--- src/rtl/sdram_trk_pkg.sv ---
package sdram_trk_pkg;

  localparam int ST_W = 3;

  typedef enum logic [2:0] {
    BK_IDLE     = 3'd0,
    BK_ACTIVE   = 3'd1,
    BK_READ     = 3'd2,
    BK_WRITE    = 3'd3,
    BK_READ_AP  = 3'd4,
    BK_WRITE_AP = 3'd5,
    BK_PRECH    = 3'd6
  } bank_st_e;

  typedef enum logic [2:0] {
    CMD_NOP = 3'd0,
    CMD_ACT = 3'd1,
    CMD_RD  = 3'd2,
    CMD_WR  = 3'd3,
    CMD_PRE = 3'd4,
    CMD_BST = 3'd5,
    CMD_REF = 3'd6,
    CMD_LMR = 3'd7
  } cmd_e;

endpackage

--- src/rtl/sdram_cmd_decode.sv ---
module sdram_cmd_decode
  import sdram_trk_pkg::*;
(
  input  logic cs_n,
  input  logic ras_n,
  input  logic cas_n,
  input  logic we_n,
  output cmd_e cmd
);

  always_comb begin
    if (cs_n) begin
      cmd = CMD_NOP;
    end else begin
      case ({ras_n, cas_n, we_n})
        3'b011:  cmd = CMD_ACT;
        3'b101:  cmd = CMD_RD;
        3'b100:  cmd = CMD_WR;
        3'b010:  cmd = CMD_PRE;
        3'b110:  cmd = CMD_BST;
        3'b001:  cmd = CMD_REF;
        3'b000:  cmd = CMD_LMR;
        default: cmd = CMD_NOP;
      endcase
    end
  end

endmodule

--- src/rtl/sdram_cmd_legality.sv ---
module sdram_cmd_legality
  import sdram_trk_pkg::*;
#(
  parameter int NUM_BANKS = 4,
  parameter int BA_W      = 2
) (
  input  cmd_e                        cmd,
  input  logic [BA_W-1:0]             ba,
  input  logic                        a10,
  input  logic [NUM_BANKS*ST_W-1:0]   states,
  output logic                        legal
);

  bank_st_e st_a [NUM_BANKS];

  for (genvar i = 0; i < NUM_BANKS; i++) begin : g_unpack
    assign st_a[i] = bank_st_e'(states[i*ST_W +: ST_W]);
  end

  logic     all_idle;
  logic     any_ap;
  bank_st_e tgt;

  always_comb begin
    all_idle = 1'b1;
    any_ap   = 1'b0;
    for (int i = 0; i < NUM_BANKS; i++) begin
      if (st_a[i] != BK_IDLE) all_idle = 1'b0;
      if (st_a[i] == BK_READ_AP || st_a[i] == BK_WRITE_AP) any_ap = 1'b1;
    end
  end

  assign tgt = st_a[ba];

  always_comb begin
    case (cmd)
      CMD_NOP: legal = 1'b1;
      CMD_ACT: legal = (tgt == BK_IDLE);
      CMD_RD,
      CMD_WR:  legal = (tgt == BK_ACTIVE) || (tgt == BK_READ) || (tgt == BK_WRITE);
      CMD_PRE: legal = a10 ? !any_ap
                           : !((tgt == BK_READ_AP) || (tgt == BK_WRITE_AP));
      CMD_BST: legal = (tgt == BK_READ) || (tgt == BK_WRITE);
      CMD_REF,
      CMD_LMR: legal = all_idle;
      default: legal = 1'b0;
    endcase
  end

endmodule

--- src/rtl/sdram_bank_fsm.sv ---
module sdram_bank_fsm
  import sdram_trk_pkg::*;
#(
  parameter int BANK_IDX  = 0,
  parameter int BA_W      = 2,
  parameter int BURST_LEN = 4,
  parameter int T_RP      = 3,
  parameter int T_WR      = 2
) (
  input  logic            clk,
  input  logic            rst,
  input  logic            go,
  input  cmd_e            cmd,
  input  logic [BA_W-1:0] ba,
  input  logic            a10,
  output bank_st_e        st
);

  localparam int MAX_T = (BURST_LEN > T_RP)
                         ? ((BURST_LEN > T_WR) ? BURST_LEN : T_WR)
                         : ((T_RP > T_WR) ? T_RP : T_WR);
  localparam int CNT_W = $clog2(MAX_T + 1);
  localparam logic [CNT_W-1:0] BL_M1 = CNT_W'(BURST_LEN - 1);
  localparam logic [CNT_W-1:0] RP_M1 = CNT_W'(T_RP - 1);
  localparam logic [CNT_W-1:0] WR_M1 = CNT_W'(T_WR - 1);

  logic [CNT_W-1:0] cnt;
  logic             rec;

  logic hit, is_burst, burst_hit, other_burst, pre_hit, bst_hit, act_hit;

  assign hit         = (ba == BA_W'(BANK_IDX));
  assign is_burst    = (cmd == CMD_RD) || (cmd == CMD_WR);
  assign burst_hit   = go && hit && is_burst;
  assign other_burst = go && !hit && is_burst;
  assign pre_hit     = go && (cmd == CMD_PRE) && (hit || a10);
  assign bst_hit     = go && hit && (cmd == CMD_BST);
  assign act_hit     = go && hit && (cmd == CMD_ACT);

  function automatic bank_st_e burst_state(input cmd_e c, input logic ap);
    if (c == CMD_RD) return ap ? BK_READ_AP : BK_READ;
    return ap ? BK_WRITE_AP : BK_WRITE;
  endfunction

  always_ff @(posedge clk) begin
    if (rst) begin
      st  <= BK_IDLE;
      cnt <= '0;
      rec <= 1'b0;
    end else begin
      case (st)
        BK_IDLE: begin
          if (act_hit) st <= BK_ACTIVE;
        end
        BK_ACTIVE: begin
          if (burst_hit) begin
            st  <= burst_state(cmd, a10);
            cnt <= BL_M1;
          end else if (pre_hit) begin
            st  <= BK_PRECH;
            cnt <= RP_M1;
          end
        end
        BK_READ, BK_WRITE: begin
          if (burst_hit) begin
            st  <= burst_state(cmd, a10);
            cnt <= BL_M1;
          end else if (bst_hit) begin
            st <= BK_ACTIVE;
          end else if (pre_hit) begin
            st  <= BK_PRECH;
            cnt <= RP_M1;
          end else if (other_burst || cnt == '0) begin
            st <= BK_ACTIVE;
          end else begin
            cnt <= cnt - 1'b1;
          end
        end
        BK_READ_AP: begin
          if (other_burst || cnt == '0) begin
            st  <= BK_PRECH;
            cnt <= RP_M1;
          end else begin
            cnt <= cnt - 1'b1;
          end
        end
        BK_WRITE_AP: begin
          if (!rec) begin
            if (other_burst || cnt == '0) begin
              rec <= 1'b1;
              cnt <= WR_M1;
            end else begin
              cnt <= cnt - 1'b1;
            end
          end else if (cnt == '0) begin
            st  <= BK_PRECH;
            rec <= 1'b0;
            cnt <= RP_M1;
          end else begin
            cnt <= cnt - 1'b1;
          end
        end
        BK_PRECH: begin
          if (cnt == '0) st <= BK_IDLE;
          else           cnt <= cnt - 1'b1;
        end
        default: begin
          st  <= BK_IDLE;
          cnt <= '0;
          rec <= 1'b0;
        end
      endcase
    end
  end

  // an accepted ACTIVE opens the row on the next cycle
  a_r2_act_opens_row: assert property (@(posedge clk) disable iff (rst)
    act_hit |=> (st == BK_ACTIVE));

  // read with auto precharge closes on the interrupting edge
  a_r8_rdap_cut_precharges: assert property (@(posedge clk) disable iff (rst)
    (other_burst && st == BK_READ_AP) |=> (st == BK_PRECH));

  // a write with auto precharge still bursting waits for recovery
  a_r9_wrap_waits_recovery: assert property (@(posedge clk) disable iff (rst)
    (other_burst && st == BK_WRITE_AP && !rec) |=> (st == BK_WRITE_AP));

  // precharging only ever leads to idle
  a_r4_prech_to_idle: assert property (@(posedge clk) disable iff (rst)
    (st == BK_PRECH) |=> (st == BK_PRECH || st == BK_IDLE));

endmodule

--- src/rtl/sdram_bank_tracker.sv ---
module sdram_bank_tracker
  import sdram_trk_pkg::*;
#(
  parameter int NUM_BANKS = 4,
  parameter int BA_W      = $clog2(NUM_BANKS),
  parameter int BURST_LEN = 4,
  parameter int T_RP      = 3,
  parameter int T_WR      = 2
) (
  input  logic                      clk,
  input  logic                      rst,
  input  logic                      cke,
  input  logic                      cs_n,
  input  logic                      ras_n,
  input  logic                      cas_n,
  input  logic                      we_n,
  input  logic [BA_W-1:0]           ba,
  input  logic                      a10,
  output logic [NUM_BANKS*ST_W-1:0] bank_state_o,
  output logic                      illegal_o
);

  cmd_e cmd;
  logic legal;
  logic cke_prev;
  logic cmd_ok;
  logic go;

  sdram_cmd_decode u_dec (
    .cs_n  (cs_n),
    .ras_n (ras_n),
    .cas_n (cas_n),
    .we_n  (we_n),
    .cmd   (cmd)
  );

  sdram_cmd_legality #(
    .NUM_BANKS (NUM_BANKS),
    .BA_W      (BA_W)
  ) u_legal (
    .cmd    (cmd),
    .ba     (ba),
    .a10    (a10),
    .states (bank_state_o),
    .legal  (legal)
  );

  assign cmd_ok = cke && cke_prev;
  assign go     = cmd_ok && legal;

  for (genvar i = 0; i < NUM_BANKS; i++) begin : g_bank
    bank_st_e st_i;
    sdram_bank_fsm #(
      .BANK_IDX  (i),
      .BA_W      (BA_W),
      .BURST_LEN (BURST_LEN),
      .T_RP      (T_RP),
      .T_WR      (T_WR)
    ) u_fsm (
      .clk (clk),
      .rst (rst),
      .go  (go),
      .cmd (cmd),
      .ba  (ba),
      .a10 (a10),
      .st  (st_i)
    );
    assign bank_state_o[i*ST_W +: ST_W] = st_i;
  end

  always_ff @(posedge clk) begin
    if (rst) begin
      cke_prev  <= 1'b0;
      illegal_o <= 1'b0;
    end else begin
      cke_prev  <= cke;
      illegal_o <= cmd_ok && !legal;
    end
  end

  logic banks_idle;
  always_comb begin
    banks_idle = 1'b1;
    for (int i = 0; i < NUM_BANKS; i++)
      if (bank_state_o[i*ST_W +: ST_W] != BK_IDLE) banks_idle = 1'b0;
  end

  // an ungated cycle never produces the flag
  a_r11_cke_gates_flag: assert property (@(posedge clk) disable iff (rst)
    !cmd_ok |=> !illegal_o);

  // refresh or mode load with a busy bank is flagged
  a_r10_busy_refresh_flagged: assert property (@(posedge clk) disable iff (rst)
    (cmd_ok && (cmd == CMD_REF || cmd == CMD_LMR) && !banks_idle) |=> illegal_o);

endmodule

--- config.mk ---
export PLATFORM = sky130hd
export DESIGN_NAME = sdram_bank_tracker
export DESIGN_NICKNAME = d
export VERILOG_FILES = /design/src/rtl/sdram_trk_pkg.sv /design/src/rtl/sdram_cmd_decode.sv /design/src/rtl/sdram_cmd_legality.sv /design/src/rtl/sdram_bank_fsm.sv /design/src/rtl/sdram_bank_tracker.sv
export SDC_FILE = /design/constraint.sdc
export NUM_CORES = 1
export LEC_CHECK = 0
export BUFFER_PORTS_ARGS = -buffer_cell sky130_fd_sc_hd__buf_2
export CELL_PAD_IN_SITES_DETAIL_PLACEMENT = 1
export CELL_PAD_IN_SITES_GLOBAL_PLACEMENT = 1
export CORE_MARGIN = 2
export CORE_UTILIZATION = 51
export DETAILED_ROUTE_END_ITERATION = 8
export PLACE_DENSITY_LB_ADDON = 0.15
export SETUP_SLACK_MARGIN = 0.5
export SYNTH_ARGS = -nofsm -noshare
export SYNTH_HDL_FRONTEND = slang
export SYNTH_HIERARCHICAL = 1
export SYNTH_SLANG_ARGS = --single-unit
--- constraint.sdc ---
create_clock -name clk -period 12.29 [get_ports clk]
set_input_delay 1.229 -clock clk [delete_from_list [all_inputs] [get_ports clk]]
set_output_delay 1.229 -clock clk [all_outputs]
set_load 0.1 [all_outputs]
# Yosys cells after proc, flatten, opt, wreduce, memory -nomap -nowiden

Cells that the tools add are included.

Output and inout port bits: 13
Word-level logic and storage cells: 358
Bits in registers: 30
Input port bits: 10

Multiplexer cells: 159
Equal/unequal tests: 85
$add $sub $neg: 4
$lt $le $gt $ge: 1
Bitwise logic cells: 5
Reduce and logical (&&, ||, !) cells: 90

Operators by type and width:

| kind                                                               | number |
|---|---|
| 3-bit 2-to-1 mux                                                   | 102 |
| 3-bit one-hot mux with 6 select lines                              | 8 |
| 3-bit == test, second input constant                               | 21 |
| 3-bit by 2-bit == test with 1-bit output, second input constant    | 14 |
| 1-bit 2-to-1 mux                                                   | 42 |
| 2-bit by 1-bit != test with 1-bit output, second input constant    | 20 |
| 3-bit zero test                                                    | 11 |
| 1-bit logical AND                                                  | 32 |
| 7-bit AND reduction                                                | 4 |
| 6-bit OR reduction                                                 | 4 |
| 3-bit by 1-bit == test with 1-bit output, second input constant    | 7 |
| 3-bit one-hot mux with 7 select lines                              | 1 |
| 5-bit by 1-bit != test with 1-bit output, second input constant    | 4 |
| 5-bit AND reduction                                                | 4 |
| 1-bit logical OR                                                   | 17 |
| 4-bit by 2-bit != test with 1-bit output, second input constant    | 4 |
| 3-bit by 1-bit != test with 1-bit output, second input constant    | 4 |
| 3-bit by 2-bit != test with 1-bit output, second input constant    | 4 |
| 3-bit nonzero test                                                 | 4 |
| 2-bit OR reduction                                                 | 6 |
| 3-bit by 1-bit subtractor with 3-bit output, second input constant | 4 |
| 2-bit != test, second input constant                               | 4 |
| 1-bit one-hot mux with 2 select lines                              | 4 |
| 1-bit zero test                                                    | 7 |
| other kinds (8)                                                    | 12 |

# Longest topological paths before layout

Depth after elaboration: 18
Gate-level depth with buffers: 13
Depth with buffers taken out: 13

# Cells and area by module

Netlist, hierarchy kept.

By module, submodules not included:

| module                            | sequential area each (sq um) | instances | cells each | area an instance (sq um) |
|---|---|---|---|---|
| sdram_bank_fsm at g_bank[1].u_fsm | 140.1                        | 1         | 118        | 920.9 |
| sdram_bank_fsm at g_bank[0].u_fsm | 140.1                        | 1         | 106        | 890.9 |
| sdram_bank_fsm at g_bank[2].u_fsm | 140.1                        | 1         | 110        | 818.3 |
| sdram_bank_fsm at g_bank[3].u_fsm | 140.1                        | 1         | 111        | 809.5 |
| sdram_cmd_legality                | 0.0                          | 1         | 29         | 261.5 |
| sdram_bank_tracker                | 40.0                         | 1         | 5          | 67.6 |
| sdram_cmd_decode                  | 0.0                          | 1         | 7          | 51.3 |

# Worst setup path after synthesis

OpenSTA, ideal clock, no wires.

Kind: input port to flip-flop
From: input ras_n
To: register g_bank[3].u_fsm.cnt[1]
Stages on the path: 13
Path slack: 7.191 ns
Path buffers: 0
Required time: 12.173 ns
Setup time: 0.117 ns
Arrival: 4.981 ns
Cells stage by stage: nor2b_1 > a211oi_1 > nand3b_1 > nor3b_1 > a211oi_1 > o211ai_1 > and3_1 > nand3b_1 > o21ai_2 > nor2b_1 > o211ai_1 > a221o_1 > a32o_1

Cells in the longest elaborated chain, start to end: 13
Elaborated cells between the ends (all ways): 42
Classes of those cells: 16 x eq/ne; 11 x mux; 15 x reduce/logical

Ends and longest elaborated chain:

| item                                                                             | line                                       | text |
|---|---|---|
| start: declaration                                                               | sdram_bank_tracker.sv:14                   | `input logic ras_n,` |
| 3-bit by 1-bit == test with 1-bit output (tied with other cells)                 | sdram_cmd_decode.sv:15                     | `case ({ras_n, cas_n, we_n})` |
| 3-bit one-hot mux with 7 select lines (*)                                        | sdram_cmd_decode.sv:15                     |  |
| 3-bit 2-to-1 mux (*)                                                             | sdram_cmd_decode.sv:12                     | `if (cs_n) begin` |
| named net cmd[2]                                                                 | sdram_bank_tracker.sv:23                   | `cmd_e cmd;` |
| 3-bit == test / 3-bit by 2-bit == test with 1-bit output (equally long branches) | sdram_cmd_legality.sv:36                   | `case (cmd)` |
| 2-bit OR reduction                                                               | sdram_cmd_legality.sv:36                   |  |
| 1-bit one-hot mux with 6 select lines (*)                                        | sdram_cmd_legality.sv:36                   |  |
| named net legal                                                                  | sdram_bank_tracker.sv:24                   | `logic legal;` |
| 1-bit logical AND (*)                                                            | sdram_bank_tracker.sv:49                   | `assign go = cmd_ok && legal;` |
| named net go                                                                     | sdram_bank_tracker.sv:27                   | `logic go;` |
| 1-bit logical AND (on tied branches) (2 in a row)                                | sdram_bank_fsm.sv:36, sdram_bank_fsm.sv:35 |  |
| 3-bit 2-to-1 mux / 1-bit logical OR (equally long branches)                      | -                                          |  |
| 3-bit 2-to-1 mux (on tied branches)                                              | sdram_bank_fsm.sv:68, sdram_bank_fsm.sv:89 |  |
| 3-bit 2-to-1 mux (on tied branches)                                              | sdram_bank_fsm.sv:65, sdram_bank_fsm.sv:88 |  |
| 3-bit one-hot mux with 6 select lines                                            | sdram_bank_fsm.sv:51                       | `case (st)` |
| end signal: assignment                                                           | sdram_bank_fsm.sv:76                       | `cnt <= cnt - 1'b1;` |
| end signal: assignment                                                           | sdram_bank_fsm.sv:84                       | `cnt <= cnt - 1'b1;` |
| end signal: assignment                                                           | sdram_bank_fsm.sv:93                       | `cnt <= cnt - 1'b1;` |
| end: declaration                                                                 | sdram_bank_fsm.sv:27                       | `logic [CNT_W-1:0] cnt;` |

Mark *: on every way through the listed nets, which the timed path passes. The rest lies on a longest branch. The select of a mux whose other input is x is not followed.
A chain may end at the register's enable or synchronous reset.

# Worst setup path after layout

From: input ba[0]
To: register g_bank[3].u_fsm.st[0]

Cells in the longest elaborated chain, start to end: 16
Elaborated cells between the ends (all ways): 40
Classes of those cells: 10 x eq/ne; 10 x mux; 1 x bitwise; 19 x reduce/logical

Ends and longest elaborated chain:

| item                                                       | line                     | text |
|---|---|---|
| start: declaration                                         | sdram_bank_tracker.sv:17 | `input logic [BA_W-1:0] ba,` |
| 2-bit inverter with 3-bit output (not written as such) (*) | sdram_cmd_legality.sv:33 | `assign tgt = st_a[ba];` |
| 3-bit binary-select mux with 2-bit select (*)              | sdram_cmd_legality.sv:33 |  |
| 3-bit 2-to-1 mux (not written as such) (*) (2 in a row)    | sdram_cmd_legality.sv:33 |  |
| 3-bit == test                                              | sdram_cmd_legality.sv:42 | `: !((tgt == BK_READ_AP) \|\| (tgt == BK_WRITE_AP));` |
| 1-bit logical OR                                           | sdram_cmd_legality.sv:42 |  |
| 1-bit zero test                                            | sdram_cmd_legality.sv:42 |  |
| 1-bit 2-to-1 mux                                           | sdram_cmd_legality.sv:41 | `CMD_PRE: legal = a10 ? !any_ap` |
| 1-bit one-hot mux with 6 select lines (*)                  | sdram_cmd_legality.sv:36 |  |
| named net legal                                            | sdram_bank_tracker.sv:24 |  |
| 1-bit logical AND (*)                                      | sdram_bank_tracker.sv:49 |  |
| named net go                                               | sdram_bank_tracker.sv:27 |  |
| 1-bit logical AND (2 in a row)                             | sdram_bank_fsm.sv:36     | `assign pre_hit = go && (cmd == CMD_PRE) && (hit \|\| a10);` |
| 3-bit 2-to-1 mux                                           | sdram_bank_fsm.sv:70     | `end else if (pre_hit) begin` |
| 3-bit 2-to-1 mux                                           | sdram_bank_fsm.sv:68     | `end else if (bst_hit) begin` |
| 3-bit 2-to-1 mux                                           | sdram_bank_fsm.sv:65     | `if (burst_hit) begin` |
| 3-bit one-hot mux with 6 select lines                      | sdram_bank_fsm.sv:51     |  |
| end signal: assignment                                     | sdram_bank_fsm.sv:57     | `st <= burst_state(cmd, a10);` |
| end signal: assignment                                     | sdram_bank_fsm.sv:66     | `st <= burst_state(cmd, a10);` |
| end: declaration                                           | sdram_bank_fsm.sv:16     | `output bank_st_e st` |

Marks and branches as above.

==> impl_metrics.env <==
export IMPL_synth_fa_ha_area_share_pct=2.62
export IMPL_port_buffers=22
export IMPL_path_cells="buf_2, mux4_2, or3_1, a211o_1, o211ai_1, and3_1, nand3b_1, o22ai_1, nor3_1, nor4_4, mux2i_1, nor2_1"
export IMPL_synth_edff_count=0
export IMPL_first_pass_iters=5
export IMPL_finalNetCount=509
export IMPL_gp_congestion=0.861
export IMPL_critPathKind="input pin to register"
export IMPL_ys_async_sr_fraction_pct=0
export IMPL_cts_tree="built"
export IMPL_hold_start="g_bank[0].u_fsm/cnt[0]$_SDFFE_PP0P_"
export IMPL_crit_fanout=24
export IMPL_final_cells=591
export IMPL_ys_seq_area_share_pct=15.7
export IMPL_drive_above_1_share_pct=14.4
export IMPL_start_util_pct=52.7
export IMPL_rows=31
export IMPL_synth_cell_area_um2=3820
export IMPL_p_int_uw=208
export IMPL_ys_ff_latch=30
export IMPL_r2r_start="g_bank[3].u_fsm/st[1]$_SDFFE_PP0P_"
export IMPL_fin_setup_tns_ps=0
export IMPL_p_total_uw=369
export IMPL_drc_errors=0
export IMPL_finalHoldViolations=0
export IMPL_clkSinkCount=30
export IMPL_grt_max_degree=34
export IMPL_via_per_inst=6.85
export IMPL_synth_largest_area_cell="dfxtp_1"
export IMPL_worst_pin_slew_ps=972
export IMPL_syn_area_per_cell_um2=7.86
export IMPL_grt_use_total_pct=28.9
export IMPL_postCtsHoldBufs=0
export IMPL_ff2ff_path_depth=11
export IMPL_synth_xor_area_share_pct=0
export IMPL_slew_violations=0
export IMPL_wl_per_cell_um=19.8
export IMPL_clock_latency_ps=290
export IMPL_path_clk_slew_ps=80
export IMPL_fmax_mhz=190
export IMPL_antenna_found_initial=0
export IMPL_synth_compound_area_share_pct=36.4
export IMPL_h_tree_depth=2
export IMPL_routed_wirelength_um=11700
export IMPL_place_area_um2=3930
export IMPL_cts_made_buffers=5
export IMPL_die_width_um=90.5
export IMPL_cts_root_buf="clkbuf_8"
export IMPL_crit_slowest_cell="and3_1"
export IMPL_p_clk_share_pct=23.8
export IMPL_drt_iter0_markers=206
export IMPL_via_count=4050
export IMPL_ys_warn_count=6
export IMPL_cpPeakStageDelay_ps=830
export IMPL_area_growth_pct=5.37
export IMPL_power_frac_comb_pct=44.0
export IMPL_dpl_cell_count=583
export IMPL_ys_types=105
export IMPL_die_y_um=90.5
export IMPL_netlist_top_cells_area="dfxtp_1 (16%), nand2b_1 (3.6%), nor2_1 (3.5%)"
export IMPL_p_per_area_nw_per_um2=91.7
export IMPL_ir_drop_mv=0.0500
export IMPL_grt_pass1_wl_um=19900
export IMPL_fin_util_pct=55.5
export IMPL_hold_class="register to register"
export IMPL_coreArea_um2=7250
export IMPL_synth_top_area_share_pct=15.7
export IMPL_period_needed_ps=5250
export IMPL_maxCapViolCount=0
export IMPL_p_leak_uw=0.00144
export IMPL_ys_flop_type="dfxtp_1"
export IMPL_setup_violations=0
export IMPL_syn_num_nets=504
export IMPL_dp_hpwl_um=7990
export IMPL_timing_rr_end="g_bank[3].u_fsm/st[0]$_SDFFE_PP0P_"
export IMPL_synth_top_family_by_area="compound AO/OA/AOI/OAI gates"
export IMPL_critPathCaptureType="register"
export IMPL_yosys_area_share_simple_pct=34.2
export IMPL_switching_power_uw=160
export IMPL_fin_worst_skew_ps=7.47
export IMPL_fin_crit_sh_pct=42.7
export IMPL_p_sw_share_pct=43.5
export IMPL_required_ps=12450
export IMPL_grt_pass1_vias=3926
export IMPL_n_antenna_cell=0
export IMPL_die_area_um2=8200
export IMPL_post_cts_resize_count=0
export IMPL_netlist_instances=486
export IMPL_r2r_slack_ps=7840
export IMPL_ant_nets=0
export IMPL_cp_arrival_ps=5410
export IMPL_n_fill_cell=921
export IMPL_clock_path_buffers=2
export IMPL_seq_power_share_pct=32.2
export IMPL_worstSetupStartpointType="input pin"
export IMPL_whs_path_depth=2
export IMPL_synth_area_mux_share_pct=4.72
export IMPL_final_cell_area_um2=4030
export IMPL_status="complete, no violations"
export IMPL_io_pins=23
export IMPL_rsz0062_at_grt="no"
export IMPL_overflow=0
export IMPL_cts_setup_buffers=0
export IMPL_slew_headroom_pct=35.2
export IMPL_hold_end="g_bank[0].u_fsm/cnt[0]$_SDFFE_PP0P_"
-- worst max path at each step --
| stage | from | endpoint | slack (ps) | depth (start not counted) |
|---|---|---|---|---|
| 2_1_floorplan | ras_n | g_bank[3].u_fsm/cnt[1]$_SDFFE_PP0P_ | 7190 | 13 |
| 5_1_grt | ba[0] | g_bank[3].u_fsm/st[0]$_SDFFE_PP0P_ | 6740 | 12 |
| 4_1_cts | ba[0] | g_bank[3].u_fsm/st[0]$_SDFFE_PP0P_ | 7130 | 12 |
| 3_3_place_gp | ba[0] | g_bank[3].u_fsm/st[0]$_SDFFE_PP0P_ | 7060 | 12 |
| 3_5_place_dp | ba[0] | g_bank[3].u_fsm/st[0]$_SDFFE_PP0P_ | 6820 | 12 |
| 6_report | ba[0] | g_bank[3].u_fsm/st[0]$_SDFFE_PP0P_ | 7040 | 12 |
-- cell families (layout without fill, tap and decap cells) --
kind of cell	after synthesis	count (layout)
AO/OA/AOI/OAI	178	178
adder cells (fa/ha/maj)	8	8
AND/OR/NAND/NOR	204	204
buffers and inverters	53	59
multiplexers	13	13
flip-flops	30	30
-- flip-flops by register name, indices dropped and copies added (netlist names) --
signal and flops:
g_bank.u_fsm/st 12, cke_prev 1, g_bank.u_fsm/cnt 12, g_bank.u_fsm/rec 4, illegal_o 1
-- layout by cell type (no fill, tap or decap), types with 4 or more instances in the layout --
| cell type | instances |
|---|---|
| a211o_1 | 4 |
| a211oi_1 | 5 |
| a21o_1 | 5 |
| a21oi_1 | 19 |
| a221oi_1 | 8 |
| a22oi_1 | 4 |
| a311oi_1 | 5 |
| a31oi_1 | 17 |
| a32o_1 | 4 |
| and2_1 | 7 |
| and3b_1 | 6 |
| buf_2 | 22 |
| clkbuf_8 | 6 |
| dfxtp_1 | 30 |
| ha_1 | 8 |
| inv_1 | 25 |
| mux2i_1 | 9 |
| nand2_1 | 31 |
| nand2b_1 | 22 |
| nand3_1 | 11 |
| nand3b_1 | 12 |
| nor2_1 | 36 |
| nor2b_1 | 13 |
| nor3_1 | 11 |
| nor3b_1 | 5 |
| nor4_1 | 4 |
| o211ai_1 | 5 |
| o21ai_0 | 20 |
| o21ai_1 | 8 |
| o22ai_1 | 7 |
| o2bb2ai_1 | 7 |
| o31ai_1 | 7 |
| or3_1 | 4 |
-- area by class of cell --
cell class / count / area (um^2) / share of cell area [%]
multi-input combinational: 403 / 2980 / 74.0
clock inverter: 1 / 5.00 / 0.124
inverter: 26 / 97.6 / 2.42
clock buffer: 7 / 86.3 / 2.14
sequential: 30 / 601 / 14.9
tap: 99 / 124 / 3.08
timing repair buffer: 25 / 133 / 3.29
-- synth_stat cells (all sizes together), types with 4 or more instances --
cell,instances
or3,4
a211o,4
a31oi,17
a32o,4
clkbuf,17
nand3,12
nand3b,13
a211oi,7
a221oi,8
nor2,37
and3b,7
a21o,5
o2111ai,4
inv,26
o22ai,7
a22oi,5
dfxtp,30
and2b,6
ha,8
o31ai,7
o211ai,5
and2,7
a21oi,22
nor3b,6
nor4,5
buf,9
a311oi,6
nand2b,23
nor3,11
nand2,33
o21ai,30
mux2i,9
and4bb,5
nor2b,13
o2bb2ai,7
a21boi,5
-- metal layers --
layer / part of all wire (%) / global-route usage, % / up-vias / wire length, um
met4: 2.0 / 9.23 / 0 / 235
met5: 0 / 0 / - / 0
li1: - / - / 1900 / -
met2: 48 / 47.3 / 116 / 5600
met1: 46 / 39.7 / 2011 / 5360
met3: 4.4 / 3.42 / 23 / 512
-- through the flow --
stage | hold slack [ps] | setup WS (ps)
6_report | 467 | 7040
2_1_floorplan | 425 | 7190
3_5_place_dp | 459 | 6820
4_1_cts | 476 | 7130
3_3_place_gp | 440 | 7060
5_1_grt | 499 | 6740
-- critical path, delay by kind of cell --
family | cells | cell delay [ps]
buffers and inverters | 1 | 410
AO/OA/AOI/OAI | 3 | 830
multiplexers | 2 | 830
AND/OR/NAND/NOR | 6 | 2070
-- power groups by stage --
stage          logic [uW]  registers [uW]  clock network [uW]
6_report              163             119                87.8
5_1_grt               177             121                95.4
4_1_cts               161             118                91.0
3_5_place_dp          160             120                   0
3_3_place_gp          155             120                   0
2_1_floorplan         117             131                   0
No activity file was read; power rests on OpenSTA's default activity.
